`config.mk`:
```
export PLATFORM = sky130hd
export DESIGN_NAME = prio_vec_intc
export DESIGN_NICKNAME = d
export VERILOG_FILES = /design/src/rtl/pvi_pkg.sv /design/src/rtl/pvi_regs.sv /design/src/rtl/pvi_arbiter.sv /design/src/rtl/pvi_vector.sv /design/src/rtl/prio_vec_intc.sv
export SDC_FILE = /design/constraint.sdc
export NUM_CORES = 1
export LEC_CHECK = 0
export ABC_AREA = 0
export BUFFER_PORTS_ARGS = -buffer_cell sky130_fd_sc_hd__buf_4
export CAP_MARGIN = 20
export CORE_UTILIZATION = 45
export CTS_BUF_LIST = sky130_fd_sc_hd__clkbuf_16
export DETAILED_ROUTE_END_ITERATION = 7
export PLACE_DENSITY_LB_ADDON = 0.25
export SETUP_SLACK_MARGIN = 0.1
export SYNTH_ARGS = -nofsm -noshare
export SYNTH_HDL_FRONTEND = slang
export SYNTH_SLANG_ARGS = --single-unit
```
`constraint.sdc`:
```
create_clock -name clk -period 18.6 [get_ports clk]
set_input_delay 2.79 -clock clk [delete_from_list [all_inputs] [get_ports clk]]
set_output_delay 2.79 -clock clk [all_outputs]
set_load 0.005 [all_outputs]
```
`src/rtl/pvi_pkg.sv`:
```
package pvi_pkg;
  localparam int ADDR_W = 8;
  localparam int DATA_W = 16;
  localparam int RANK_W = 5;
  localparam int LVL_W  = 3;
  localparam int VEC_W  = 8;

  // register byte addresses
  localparam logic [ADDR_W-1:0] CTRL_BASE = 8'h13;  // source i at CTRL_BASE + i
  localparam logic [ADDR_W-1:0] MASK_ADDR = 8'h36;
  localparam logic [ADDR_W-1:0] PEND_ADDR = 8'h3A;
  localparam logic [ADDR_W-1:0] WDV_ADDR  = 8'h42;
  localparam logic [ADDR_W-1:0] SV0_ADDR  = 8'h44;
  localparam logic [ADDR_W-1:0] SV1_ADDR  = 8'h45;

  localparam logic [DATA_W-1:0] MASK_RST = 16'h3FFE;
  localparam logic [VEC_W-1:0]  WDV_RST  = 8'h0F;
  localparam logic [VEC_W-1:0]  SV_RST   = 8'h00;
  localparam logic [VEC_W-1:0]  FALLBACK_VEC = 8'h0F;

  // control byte reset value for source idx
  function automatic logic [7:0] ctrl_rst(input int idx);
    if (idx >= 1 && idx <= 7) return 8'(idx * 4);
    if (idx == 8)             return 8'h1C;
    if (idx >= 9 && idx <= 11) return 8'h80;
    return 8'h00;
  endfunction
endpackage

```
`src/rtl/pvi_regs.sv`:
```
module pvi_regs
  import pvi_pkg::*;
#(
  parameter int NSRC = 13
) (
  input  logic                     clk,
  input  logic                     rst_n,
  input  logic [NSRC:1]            src_i,
  input  logic                     bus_sel,
  input  logic                     bus_we,
  input  logic                     bus_hw,
  input  logic [ADDR_W-1:0]        bus_addr,
  input  logic [DATA_W-1:0]        bus_wdata,
  output logic [DATA_W-1:0]        bus_rdata,
  output logic [NSRC:1][7:0]       ctrl_o,
  output logic [DATA_W-1:0]        mask_o,
  output logic [VEC_W-1:0]         wdv_o,
  output logic [VEC_W-1:0]         sv0_o,
  output logic [VEC_W-1:0]         sv1_o
);
  localparam int LANES = 2;

  logic [NSRC:1][7:0] ctrl_q;
  logic [DATA_W-1:0]  mask_q, pend_q;
  logic [VEC_W-1:0]   wdv_q, sv0_q, sv1_q;

  // byte lanes: lane 0 = addressed (or even) byte, lane 1 = odd byte of a halfword
  logic [LANES-1:0]             lane_en;
  logic [LANES-1:0][ADDR_W-1:0] lane_addr;
  logic [LANES-1:0][7:0]        lane_data;

  always_comb begin
    lane_en[0]   = bus_sel && bus_we;
    lane_en[1]   = bus_sel && bus_we && bus_hw;
    lane_addr[0] = bus_hw ? {bus_addr[ADDR_W-1:1], 1'b0} : bus_addr;
    lane_addr[1] = {bus_addr[ADDR_W-1:1], 1'b1};
    lane_data[0] = bus_hw ? bus_wdata[15:8] : bus_wdata[7:0];
    lane_data[1] = bus_wdata[7:0];
  end

  always_ff @(posedge clk or negedge rst_n) begin
    if (!rst_n) begin
      for (int i = 1; i <= NSRC; i++) ctrl_q[i] <= ctrl_rst(i);
      mask_q <= MASK_RST;
      wdv_q  <= WDV_RST;
      sv0_q  <= SV_RST;
      sv1_q  <= SV_RST;
    end else begin
      for (int l = 0; l < LANES; l++) begin
        if (lane_en[l]) begin
          for (int i = 1; i <= NSRC; i++)
            if (lane_addr[l] == CTRL_BASE + 8'(i)) ctrl_q[i] <= lane_data[l];
          if (lane_addr[l] == MASK_ADDR)        mask_q[15:8] <= lane_data[l];
          if (lane_addr[l] == MASK_ADDR + 8'd1) mask_q[7:0]  <= lane_data[l];
          if (lane_addr[l] == WDV_ADDR)         wdv_q <= lane_data[l];
          if (lane_addr[l] == SV0_ADDR)         sv0_q <= lane_data[l];
          if (lane_addr[l] == SV1_ADDR)         sv1_q <= lane_data[l];
        end
      end
    end
  end

  // pending mirrors the sources; bus writes never reach it
  always_ff @(posedge clk or negedge rst_n) begin
    if (!rst_n) pend_q <= '0;
    else        pend_q <= DATA_W'({src_i, 1'b0});
  end

  function automatic logic [7:0] rd_byte(input logic [ADDR_W-1:0] a);
    logic [7:0] r;
    r = 8'h00;
    for (int i = 1; i <= NSRC; i++)
      if (a == CTRL_BASE + 8'(i)) r = ctrl_q[i];
    if (a == MASK_ADDR)        r = mask_q[15:8];
    if (a == MASK_ADDR + 8'd1) r = mask_q[7:0];
    if (a == PEND_ADDR)        r = pend_q[15:8];
    if (a == PEND_ADDR + 8'd1) r = pend_q[7:0];
    if (a == WDV_ADDR)         r = wdv_q;
    if (a == SV0_ADDR)         r = sv0_q;
    if (a == SV1_ADDR)         r = sv1_q;
    return r;
  endfunction

  logic [DATA_W-1:0] rd_next;
  always_comb begin
    if (bus_hw) rd_next = {rd_byte(lane_addr[0]), rd_byte(lane_addr[1])};
    else        rd_next = {8'h00, rd_byte(bus_addr)};
  end

  always_ff @(posedge clk or negedge rst_n) begin
    if (!rst_n)                  bus_rdata <= '0;
    else if (bus_sel && !bus_we) bus_rdata <= rd_next;
  end

  assign ctrl_o = ctrl_q;
  assign mask_o = mask_q;
  assign wdv_o  = wdv_q;
  assign sv0_o  = sv0_q;
  assign sv1_o  = sv1_q;


  pend_mirror_chk: assert property (@(posedge clk) disable iff (!rst_n)
    1'b1 |=> pend_q[NSRC:1] == $past(src_i));


  mask_hold_chk: assert property (@(posedge clk) disable iff (!rst_n)
    !(bus_sel && bus_we) |=> $stable(mask_q));
endmodule

```
`src/rtl/pvi_arbiter.sv`:
```
module pvi_arbiter
  import pvi_pkg::*;
#(
  parameter int NSRC = 13,
  localparam int IDW = $clog2(NSRC + 1)
) (
  input  logic [NSRC:1]      active_i,
  input  logic [NSRC:1][7:0] ctrl_i,
  output logic [IDW-1:0]     win_id_o,
  output logic [7:0]         win_ctrl_o,
  output logic               win_ok_o
);
  localparam logic [RANK_W-1:0] MIN_RANK = RANK_W'(4);  // level field non-zero

  logic [RANK_W-1:0] best_rank;

  // ascending scan with strict compare: ties keep the lower source number
  always_comb begin
    best_rank  = '0;
    win_id_o   = '0;
    win_ctrl_o = '0;
    for (int i = 1; i <= NSRC; i++) begin
      if (active_i[i] && ctrl_i[i][RANK_W-1:0] > best_rank) begin
        best_rank  = ctrl_i[i][RANK_W-1:0];
        win_id_o   = IDW'(i);
        win_ctrl_o = ctrl_i[i];
      end
    end
    win_ok_o = best_rank >= MIN_RANK;
  end
endmodule

```
`src/rtl/pvi_vector.sv`:
```
module pvi_vector
  import pvi_pkg::*;
#(
  parameter int NSRC      = 13,
  parameter int WDOG_SRC  = 8,
  parameter int SER0_SRC  = 12,
  parameter int SER1_SRC  = 13,
  parameter int AUTO_BASE = 24,
  localparam int IDW = $clog2(NSRC + 1)
) (
  input  logic [IDW-1:0]   win_id_i,
  input  logic [7:0]       win_ctrl_i,
  input  logic             win_ok_i,
  input  logic [VEC_W-1:0] wdv_i,
  input  logic [VEC_W-1:0] sv0_i,
  input  logic [VEC_W-1:0] sv1_i,
  output logic [LVL_W-1:0] level_o,
  output logic [VEC_W-1:0] vector_o
);
  logic [LVL_W-1:0] lvl;
  assign lvl = win_ctrl_i[4:2];

  always_comb begin
    level_o  = '0;
    vector_o = '0;
    if (win_ok_i) begin
      level_o = lvl;
      if (win_ctrl_i[7])                      vector_o = VEC_W'(AUTO_BASE) + VEC_W'(lvl);
      else if (win_id_i == IDW'(WDOG_SRC))    vector_o = wdv_i;
      else if (win_id_i == IDW'(SER0_SRC))    vector_o = sv0_i;
      else if (win_id_i == IDW'(SER1_SRC))    vector_o = sv1_i;
      else                                    vector_o = FALLBACK_VEC;
    end
  end
endmodule

```
`src/rtl/prio_vec_intc.sv`:
```
module prio_vec_intc
  import pvi_pkg::*;
#(
  parameter int NSRC      = 13,
  parameter int WDOG_SRC  = 8,
  parameter int SER0_SRC  = 12,
  parameter int SER1_SRC  = 13,
  parameter int AUTO_BASE = 24
) (
  input  logic              clk,
  input  logic              rst_n,
  input  logic [NSRC:1]     src_i,
  input  logic              bus_sel,
  input  logic              bus_we,
  input  logic              bus_hw,
  input  logic [7:0]        bus_addr,
  input  logic [15:0]       bus_wdata,
  output logic [15:0]       bus_rdata,
  output logic [2:0]        irq_level_o,
  output logic [7:0]        irq_vector_o
);
  localparam int IDW = $clog2(NSRC + 1);

  logic [NSRC:1][7:0] ctrl;
  logic [DATA_W-1:0]  mask;
  logic [VEC_W-1:0]   wdv, sv0, sv1;
  logic [NSRC:1]      active;
  logic [IDW-1:0]     win_id;
  logic [7:0]         win_ctrl;
  logic               win_ok;
  logic [LVL_W-1:0]   lvl_d;
  logic [VEC_W-1:0]   vec_d;

  pvi_regs #(.NSRC(NSRC)) u_regs (
    .clk(clk), .rst_n(rst_n), .src_i(src_i),
    .bus_sel(bus_sel), .bus_we(bus_we), .bus_hw(bus_hw),
    .bus_addr(bus_addr), .bus_wdata(bus_wdata), .bus_rdata(bus_rdata),
    .ctrl_o(ctrl), .mask_o(mask), .wdv_o(wdv), .sv0_o(sv0), .sv1_o(sv1)
  );

  assign active = src_i & ~mask[NSRC:1];

  pvi_arbiter #(.NSRC(NSRC)) u_arb (
    .active_i(active), .ctrl_i(ctrl),
    .win_id_o(win_id), .win_ctrl_o(win_ctrl), .win_ok_o(win_ok)
  );

  pvi_vector #(
    .NSRC(NSRC), .WDOG_SRC(WDOG_SRC), .SER0_SRC(SER0_SRC),
    .SER1_SRC(SER1_SRC), .AUTO_BASE(AUTO_BASE)
  ) u_vec (
    .win_id_i(win_id), .win_ctrl_i(win_ctrl), .win_ok_i(win_ok),
    .wdv_i(wdv), .sv0_i(sv0), .sv1_i(sv1),
    .level_o(lvl_d), .vector_o(vec_d)
  );

  always_ff @(posedge clk or negedge rst_n) begin
    if (!rst_n) begin
      irq_level_o  <= '0;
      irq_vector_o <= '0;
    end else begin
      irq_level_o  <= lvl_d;
      irq_vector_o <= vec_d;
    end
  end


  idle_vec_zero_chk: assert property (@(posedge clk) disable iff (!rst_n)
    irq_level_o == 3'd0 |-> irq_vector_o == 8'd0);


  no_spurious_chk: assert property (@(posedge clk) disable iff (!rst_n)
    irq_level_o != 3'd0 |-> $past(|active));
endmodule

```
# After elaboration in Yosys (flattened, before gate mapping)
# Cells that the tools add are included.
[totals]
reg_bits = 184
input_bits = 42
output_inout_bits = 27
elab_cells = 236
[op_classes]
addsub = 1
magnitude_cmp = 14
eq_ne = 52
n_mux = 127
n_bitwise = 2
n_reduce_logical = 19
[op_table]
columns = ["cell", "n"]
rows = [
  ["$mux W8", 95],
  ["$eq A8 B5 Y1 const B", 24],
  ["$mux W104", 1],
  ["$mux W96", 1],
  ["$eq A8 B6 Y1 const B", 10],
  ["$mux W5", 13],
  ["$gt A5 B5 Y1", 12],
  ["$eq A8 B7 Y1 const B", 6],
  ["$eq A7 B4 Y1 const B", 6],
  ["$mux W16", 2],
  ["$mux W4", 6],
  ["$logic_and A1 B1 Y1", 16],
  ["$mux W3", 5],
  ["$eq A7 B5 Y1 const B", 2],
  ["$and A13 B13 Y13", 1],
  ["$not A13 Y13", 1],
  ["$eq A4 B4 Y1 const B", 3],
  ["$eq A7 B6 Y1 const B", 1],
  ["$add A5 B3 Y6 const A", 1],
  ["$ge A5 B3 Y1 const B", 1],
  ["$gt A5 B1 Y1 const B", 1],
  ["$mux W2", 2],
  ["$reduce_and A2 Y1", 2],
  ["$mux W1", 2],
  ["$logic_not A1 Y1", 1],
]

# Logic depth before layout (Yosys ltp)
# Gate-level depths: netlist of run 1.
[depth]
word_depth = 46
mapped_depth = 113
mapped_depth_nobuf = 106

# By module
# Synthesis of run 1 repeated with hierarchy kept, for this count alone.
[unflattened]
hier_cells = 1874
hier_area_um2 = 15337.2
[by_module_without_submodules]
columns = ["module", "n_inst", "cells_per_inst", "area_per_inst_um2", "seq_area_each_um2"]
rows = [
  ["pvi_regs", 1, 1246, 10799.1, 4372.9],
  ["pvi_arbiter", 1, 561, 3782.4, 0.0],
  ["prio_vec_intc", 1, 24, 454.2, 275.3],
  ["pvi_vector", 1, 43, 301.5, 0.0],
]

# Least setup slack after synthesis of run 1
# OpenSTA, ideal clock, no wires.
[synth_timing]
kind = "input -> register"
start = "in src_i[1] (netlist bit)"
end = "reg irq_vector_o[0]"
t_arrival_ps = 22157
required_time_ps = 18514
slack_ps = -3643
stages = 104
path_buffers = 8
cell_sequence = "nor2b_1 > clkbuf_1 > nand2_1 > ha_1 > nand4_1 > o221ai_1 > nand2_1 > o21ai_0 > inv_1 > ha_1 > and3_1 > a311o_1 > a21o_1 > buf_6 > mux2i_1 > ha_1 > a31oi_1 > o21ai_0 > (+68 left out) > a21oi_1 > o211a_2 > buf_1 > nor2_1 > a21oi_1 > ha_1 > nor2b_1 > o21a_1 > o21a_1 > o21ai_0 > nand2b_1 > and4b_1 > buf_1 > a211o_1 > o211a_1 > clkbuf_1 > a211o_1 > a32oi_1"
[synth_between]
elab_chain_len = 45
elab_cells_between_ends = 75
[synth_rtl]
columns = ["element", "line_no", "rtl"]
rows = [
  ["start: declaration", "prio_vec_intc.sv:12", "input logic [NSRC:1] src_i,"],
  ["$and A13 B13 Y13 (*)", "prio_vec_intc.sv:41", "assign active = src_i & ~mask[NSRC:1];"],
  ["$logic_and A1 B1 Y1 (*)", "pvi_arbiter.sv:23", "if (active_i[i] && ctrl_i[i][RANK_W-1:0] > best_rank) begin"],
  ["$mux W5", "pvi_arbiter.sv:23", ""],
  ["$gt A5 B5 Y1", "pvi_arbiter.sv:23", ""],
  ["$logic_and A1 B1 Y1", "pvi_arbiter.sv:23", ""],
  ["$mux W5", "pvi_arbiter.sv:23", ""],
  ["$gt A5 B5 Y1", "pvi_arbiter.sv:23", ""],
  ["$logic_and A1 B1 Y1", "pvi_arbiter.sv:23", ""],
  ["(+30 left out)", "-", ""],
  ["$mux W4", "pvi_arbiter.sv:23", ""],
  ["$eq A4 B4 Y1", "pvi_vector.sv:31", "else if (win_id_i == IDW'(SER1_SRC)) vector_o = sv1_i;"],
  ["$mux W8", "pvi_vector.sv:31", ""],
  ["$mux W8", "pvi_vector.sv:30", "else if (win_id_i == IDW'(SER0_SRC)) vector_o = sv0_i;"],
  ["$mux W8", "pvi_vector.sv:29", "else if (win_id_i == IDW'(WDOG_SRC)) vector_o = wdv_i;"],
  ["$mux W8", "pvi_vector.sv:28", "if (win_ctrl_i[7]) vector_o = VEC_W'(AUTO_BASE) + VEC_W'(lvl);"],
  ["$mux W8 (*)", "pvi_vector.sv:26", "if (win_ok_i) begin"],
  ["via u_vec.vector_o[0]", "pvi_vector.sv:18", "output logic [VEC_W-1:0] vector_o"],
  ["end signal: assignment", "prio_vec_intc.sv:63", "irq_vector_o <= vec_d;"],
  ["end: declaration", "prio_vec_intc.sv:20", "output logic [7:0] irq_vector_o"],
]
# Mark *: on every way through the listed nets, which the timed path passes. The rest lies on a longest branch.
# A chain may end at the register's enable or synchronous reset.

# Worst setup path after layout of run 1
[layout_timing]
start = "in src_i[1] (netlist bit)"
end = "reg irq_vector_o[2]"
# Same word-level chain as after synthesis.

==> impl_metrics.tcl, run 1 <==
set metrics [dict create \
    p_per_area_nw_per_um2 147 \
    setup_slack_ns -1.83 \
    dieArea_um2 29500 \
    hold_class "reg2reg" \
    coreArea_um2 28100 \
    start_util 0.462 \
    numClockSinks 184 \
    tritoncts "yes" \
    cts_made_buffers 17 \
    synth_ff_type "dfrtp_1" \
    synth_area_leaders "dfrtp_1 (29%), dfstp_2 (7.1%), mux2_2 (6.7%), a21oi_1 (5.7%), o21ai_0 (5.7%)" \
    grt_max_degree 110 \
    leakagePower_nw 7.31 \
    hold_depth 2 \
    postSynthCellCount 1547 \
    ys_warn_count 0 \
    hold_buffers 0 \
    ant_nets 0 \
    hold_viol_final 0 \
    slew_violations 0 \
    dp_slack_ns -2.56 \
    path_max_fanout 8 \
    overflow 0 \
    skew_ns 0.0112 \
    synth-async-reset-ratio 1.00 \
    min_period_ns 20.43 \
    required_ns 18.91 \
    r2r_end "irq_vector_o[2]" \
    r2r_cells 96 \
    htree_levels 4 \
    clock_latency_ns 0.45 \
    synthMuxAreaShare 0.109 \
    yosys.area_share.simple 0.176 \
    yosysTopAreaCellShare 0.287 \
    port-buffer-count 68 \
    first_iter_violations 2076 \
    cp.arrival_ns 20.74 \
    p_total_mw 2.45 \
    worstHoldStart "u_regs.bus_rdata[1]" \
    slowest_stage "or3_4" \
    synth_xor_area_frac 0.00337 \
    rrSetupSlack_ns 0.20 \
    critical_path_class "in2reg" \
    dr.pass1.iters 8 \
    violations "design-rule violations, negative setup slack" \
    area_growth_pct 28.8 \
    io_pins 69 \
    end_kind "flop" \
    drive_above_1_share 0.326 \
    syn_nets 1632 \
    cap_violations 0 \
    antenna_found_initial 2 \
    grt_first_pass_wirelength_mm 76.5 \
    clockRootBuffer "clkbuf_16" \
    yosysSeqAreaShare 0.358 \
    synth_edf_count 0 \
    vdd_drop_max_mv 0.135 \
    rows 61 \
    rr_startpoint "u_regs.mask_o[1]" \
    holdPathEnd "u_regs.bus_rdata[1]" \
    yosysTopAreaCell "dfrtp_1" \
    gp_congestion 0.999 \
    rsz0062_at_grt "true" \
    synth_top_family_by_area "compound AO/OA/AOI/OAI gates" \
    setup_viol 11 \
    cp.buffers_inverters 8 \
    clockBufferDepth 2 \
    vias 13755 \
    die_h_um 172 \
    cpPeakStageDelay_ns 0.45 \
    grt_pass1_vias 12911 \
    drcViolationCount 2 \
    tightestPinTransition_ns 1.17 \
    ys_ff_latch 184 \
    nets 1857 \
    route.detailed.wl_per_inst_um 23.6 \
    maxSlewHeadroom 0.207 \
    period_share 1.10 \
    cp_top_family "compound AO/OA/AOI/OAI gates" \
    syn_area_um2 13000 \
    track_usage 0.347 \
    drt-total-wl_mm 51.0 \
    synth_compound_area_frac 0.263 \
    start_kind "primary input" \
    clkTransAtPathRegs_ns 0.08 \
    fmax_ghz 0.0489 \
    routed_via_density 6.35 \
    synth_fa_ha_area_frac 0.0438 \
    status "finished with violations" \
    dp_hpwl_mm 35.8 \
    synthDistinctLibCells 89 \
    fp.dieW_um 172 \
    syn_avg_cell_area_um2 8.39 \
]
-- cells by family after synthesis --
logic type / after synthesis
AOI/OAI and AO/OA: 529
and+or+nand+nor: 496
DFF: 184
buffers and inverters: 158
muxes: 129
adders and majority gates: 46
xor gates and xnor gates: 5
-- registers in the layout, indices dropped and copies added (netlist names) --
register,count
u_regs.bus_rdata,16
u_regs.wdv_o,8
u_regs.mask_o,16
u_regs.sv1_o,8
u_regs.ctrl_o,104
u_regs.pend_q,13
u_regs.sv0_o,8
irq_level_o,3
irq_vector_o,8
-- worst min-delay path: stages, from the launching register on --
cell	delay, ns
dfrtp_1	0.36
nand2_1	0.05
o21ai_0	0.06
-- layer usage --
| layer | wire (um) | vias to the layer above | track usage |
|---|---|---|---|
| met1 | 21100 | 6669 | 0.480 |
| met5 | 25 | - | 0 |
| met2 | 22600 | 794 | 0.523 |
| met4 | 2170 | 2 | 0.152 |
| li1 | - | 6156 | - |
| met3 | 5100 | 134 | 0.0700 |
-- where the power goes --
group	total (mW)	switching, mW	leakage [nW]	internal [mW]
sequential	0.472	0.0347	2.35	0.437
clock	0.379	0.186	0.298	0.193
combinational	1.60	0.755	4.66	0.844
total	2.45	0.976	7.31	1.47
-- placed cells by master, fill, tap and decap left out, drive strengths merged, types with 8 or more instances in the layout --
| master | n |
|---|---|
| o21ai | 152 |
| o21a | 8 |
| mux2 | 77 |
| and3 | 11 |
| nand3 | 35 |
| a21o | 8 |
| or3 | 8 |
| nor2b | 14 |
| dfrtp | 149 |
| dfstp | 35 |
| clkbuf | 18 |
| a222oi | 10 |
| a211oi | 12 |
| and2 | 16 |
| buf | 301 |
| a21oi | 150 |
| nor2 | 156 |
| inv | 69 |
| o211ai | 24 |
| a211o | 8 |
| o22ai | 24 |
| nand2b | 19 |
| a221oi | 11 |
| ha | 43 |
| o221ai | 21 |
| a22oi | 16 |
| o2111ai | 8 |
| mux2i | 50 |
| nand4 | 13 |
| nand2 | 180 |
| a31oi | 21 |
| nor3 | 13 |
-- how the worst max path moves through the flow --
| stage | depth (start not counted) | slack, ns | startpoint | end |
|---|---|---|---|---|
| after floorplan | 107 | -2.28 | src_i[1] | irq_vector_o[2] |
| after global placement | 99 | -1.93 | src_i[1] | irq_vector_o[1] |
| after detailed placement | 100 | -2.56 | src_i[1] | irq_vector_o[2] |
| after CTS | 97 | -1.35 | src_i[1] | irq_vector_o[2] |
| after global routing | 100 | -2.64 | src_i[1] | irq_vector_o[7] |
| final | 99 | -1.83 | src_i[1] | irq_vector_o[2] |
-- stage by stage --
stage | utilization | setup TNS (ns) | hold slack, ns | instances | cell area (um2)
3_5_place_dp | 0.537 | -26.34 | 0.477 | 2058 | 15100
5_1_grt | 0.595 | -27.50 | 0.528 | 2164 | 16700
6_report | 0.595 | -18.42 | 0.498 | 2165 | 16700
3_3_place_gp | 0.536 | -19.75 | 0.472 | 2055 | 15100
4_1_cts | 0.581 | -13.03 | 0.500 | 2138 | 16300
2_1_floorplan | - | -22.25 | 0.466 | 1547 | 13300
-- cells in the mapped netlist (8+ instances only) --
library cell / count
nor3_1: 13
and3_1: 10
o221ai_1: 20
and2_1: 15
nand4_1: 13
a31oi_1: 19
o211ai_1: 21
a21oi_1: 147
dfrtp_1: 149
a221oi_1: 11
a211o_1: 8
inv_1: 60
buf_1: 8
a211oi_1: 12
mux2i_1: 50
clkbuf_1: 82
nor2_1: 156
o21a_1: 8
or3_1: 8
o2111ai_1: 8
nand3_1: 33
o22ai_1: 24
a222oi_1: 10
nand2_1: 178
nor2b_1: 14
mux2_2: 77
a22oi_1: 16
nand2b_1: 19
ha_1: 43
dfstp_2: 35
o21ai_0: 147
-- layout make-up --
cell class | instances | area, um2
well taps | 378 | 473
repair buffers | 302 | 2330
flip-flops and latches | 184 | 4650
diodes | 2 | 5.00
fillers | 2516 | 11400
clock buffers | 17 | 425
multi-input cells | 1205 | 8420
clock inverters | 15 | 184
inverters | 62 | 240
-- what timing repair did --
item / 4_1_cts / 5_1_grt
endpoints found under the setup margin: 11 / 11
resized for setup: 59 / 45
pin swaps: 63 / 53
buffers inserted: 49 / 23
Note: power is estimated with default switching activity, not from simulation.
==> run 2, diff against run 1 <==
- SETUP_SLACK_MARGIN: 0.1 -> unset
- SLEW_MARGIN: unset -> 10
==> run 2 against run 1 <==
Final cell count is essentially flat. Worst hold slack about the same. Sequential power hardly changed. Via count rose by 0.52%. Clock-buffer cell count did not move. Critical endpoint unchanged. Largest power group unchanged. Sequential share of layout area hardly changed. Critical path depth unchanged. Global-route usage unchanged. Highest routed layer is now met4. Maximum frequency barely moved. The run still ends with design-rule violations, negative setup slack left. Register-to-register slack barely moved. Worst setup slack gained 0.0095 ns. Largest cell class unchanged.
==> impl_metrics.tcl, run 2 (synthesis results as in run 1) <==
set metrics [dict create \
    dieArea_um2 29500 \
    slowest_stage "or3_4" \
    drt-total-wl_mm 51.2 \
    path_max_fanout 8 \
    cts_made_buffers 17 \
    worstHoldStart "u_regs.bus_rdata[1]" \
    final_common_cell "buf_4" \
    cp.buffers_inverters 8 \
    antenna_found_initial 2 \
    required_ns 18.91 \
    overflow 0 \
    end_kind "flop" \
    r2r_end "irq_vector_o[2]" \
    gp_congestion 0.999 \
    drcViolationCount 9 \
    dr.pass1.iters 8 \
    hold_buffers 0 \
    tritoncts "yes" \
    port-buffer-count 68 \
    leakagePower_nw 7.31 \
    violations "design-rule violations, negative setup slack" \
    rrSetupSlack_ns 0.21 \
    critical_path_class "in2reg" \
    hold_viol_final 0 \
    start_kind "primary input" \
    numClockSinks 184 \
    r2r_cells 96 \
    clockRootBuffer "clkbuf_16" \
    track_usage 0.347 \
    clockBufferDepth 2 \
    cap_violations 0 \
    htree_levels 4 \
    fp.dieW_um 172 \
    vdd_drop_max_mv 0.136 \
    holdPathEnd "u_regs.bus_rdata[1]" \
    period_share 1.10 \
    fmax_ghz 0.0490 \
    largest_reg_flops 104 \
    route.detailed.wl_per_inst_um 23.6 \
    rows 61 \
    final_area_um2 16700 \
    cpPeakStageDelay_ns 0.45 \
    hold_class "reg2reg" \
    skew_ns 0.00999 \
    start_util 0.462 \
    rr_startpoint "u_regs.mask_o[1]" \
    dp_slack_ns -2.56 \
    slew_violations 0 \
    area_growth_pct 28.8 \
    setup_viol 11 \
    coreArea_um2 28100 \
    dp_hpwl_mm 35.8 \
    maxSlewHeadroom 0.212 \
    tightestPinTransition_ns 1.18 \
    grt_first_pass_wirelength_mm 76.5 \
    ant_nets 0 \
    rsz0062_at_grt "true" \
    io_pins 69 \
    status "finished with violations" \
    clkTransAtPathRegs_ns 0.08 \
    postPlaceCellArea_um2 15100 \
    die_h_um 172 \
    layout_common_cells "buf_4 (290), nand2_1 (164), nor2_1 (149), dfrtp_1 (149), a21oi_1 (137)" \
    cp.arrival_ns 20.73 \
    routed_via_density 6.39 \
    setup_slack_ns -1.82 \
    cp_top_family "compound AO/OA/AOI/OAI gates" \
    grt_max_degree 110 \
    grt_pass1_vias 12911 \
    hold_depth 2 \
    nets 1857 \
    clock_latency_ns 0.44 \
    first_iter_violations 1892 \
    vias 13827 \
    min_period_ns 20.42 \
    p_per_area_nw_per_um2 147 \
    drive_above_1_share 0.326 \
]
run 2: worst reg2reg max path: cells and delay by family (launching register included):
kind | cells | cell delay (ns)
flip-flops | 1 | 0.56
buffers and inverters | 6 | 0.46
multiplexers | 6 | 1.50
AO/OA/AOI/OAI | 40 | 7.05
AND/OR/NAND/NOR | 32 | 5.25
adder cells (fa/ha/maj) | 12 | 3.43
run 2: repair_timing:
action	in CTS	in global routing
pin swaps	63	53
endpoints found under the setup margin	11	11
buffers inserted	49	23
gates resized for setup	59	45
run 2: per-stage QoR:
step / utilization / TNS [ns] / hold slack, ns / instances / power, mW
2_1_floorplan: - / -22.25 / 0.466 / 1547 / 1.24
3_3_place_gp: 0.536 / -19.75 / 0.472 / 2055 / 1.67
3_5_place_dp: 0.537 / -26.34 / 0.477 / 2058 / 1.70
4_1_cts: 0.581 / -13.03 / 0.500 / 2138 / 2.29
5_1_grt: 0.595 / -27.50 / 0.528 / 2164 / 2.58
6_report: 0.595 / -18.32 / 0.498 / 2164 / 2.45
run 2: how the worst max path moves through the flow:
stage                     startpoint               to  slack [ns]  cells after the start
final                       src_i[1]  irq_vector_o[2]       -1.82                     99
after global routing        src_i[1]  irq_vector_o[7]       -2.64                    100
after CTS                   src_i[1]  irq_vector_o[2]       -1.35                     97
after detailed placement    src_i[1]  irq_vector_o[2]       -2.56                    100
after global placement      src_i[1]  irq_vector_o[1]       -1.93                     99
after floorplan             src_i[1]  irq_vector_o[2]       -2.28                    107
run 2: report_power, final:
| part | internal [mW] | switching [mW] |
|---|---|---|
| sequential | 0.437 | 0.0348 |
| clock | 0.193 | 0.185 |
| combinational | 0.844 | 0.756 |
run 2: layout make-up:
cell class / instances / area [um2]
clock inverter: 15 / 184
multi-input combinational: 1205 / 8420
fill: 2519 / 11400
clock buffer: 17 / 425
sequential: 184 / 4650
tap: 378 / 473
inverter: 62 / 240
antenna: 1 / 2.50
timing repair buffer: 302 / 2330
run 2: layer usage:
layer  track usage  wire length [um]
met5             0                 0
met4         0.152              2270
met3        0.0700              5300
met2         0.523             22600
met1         0.480             21000
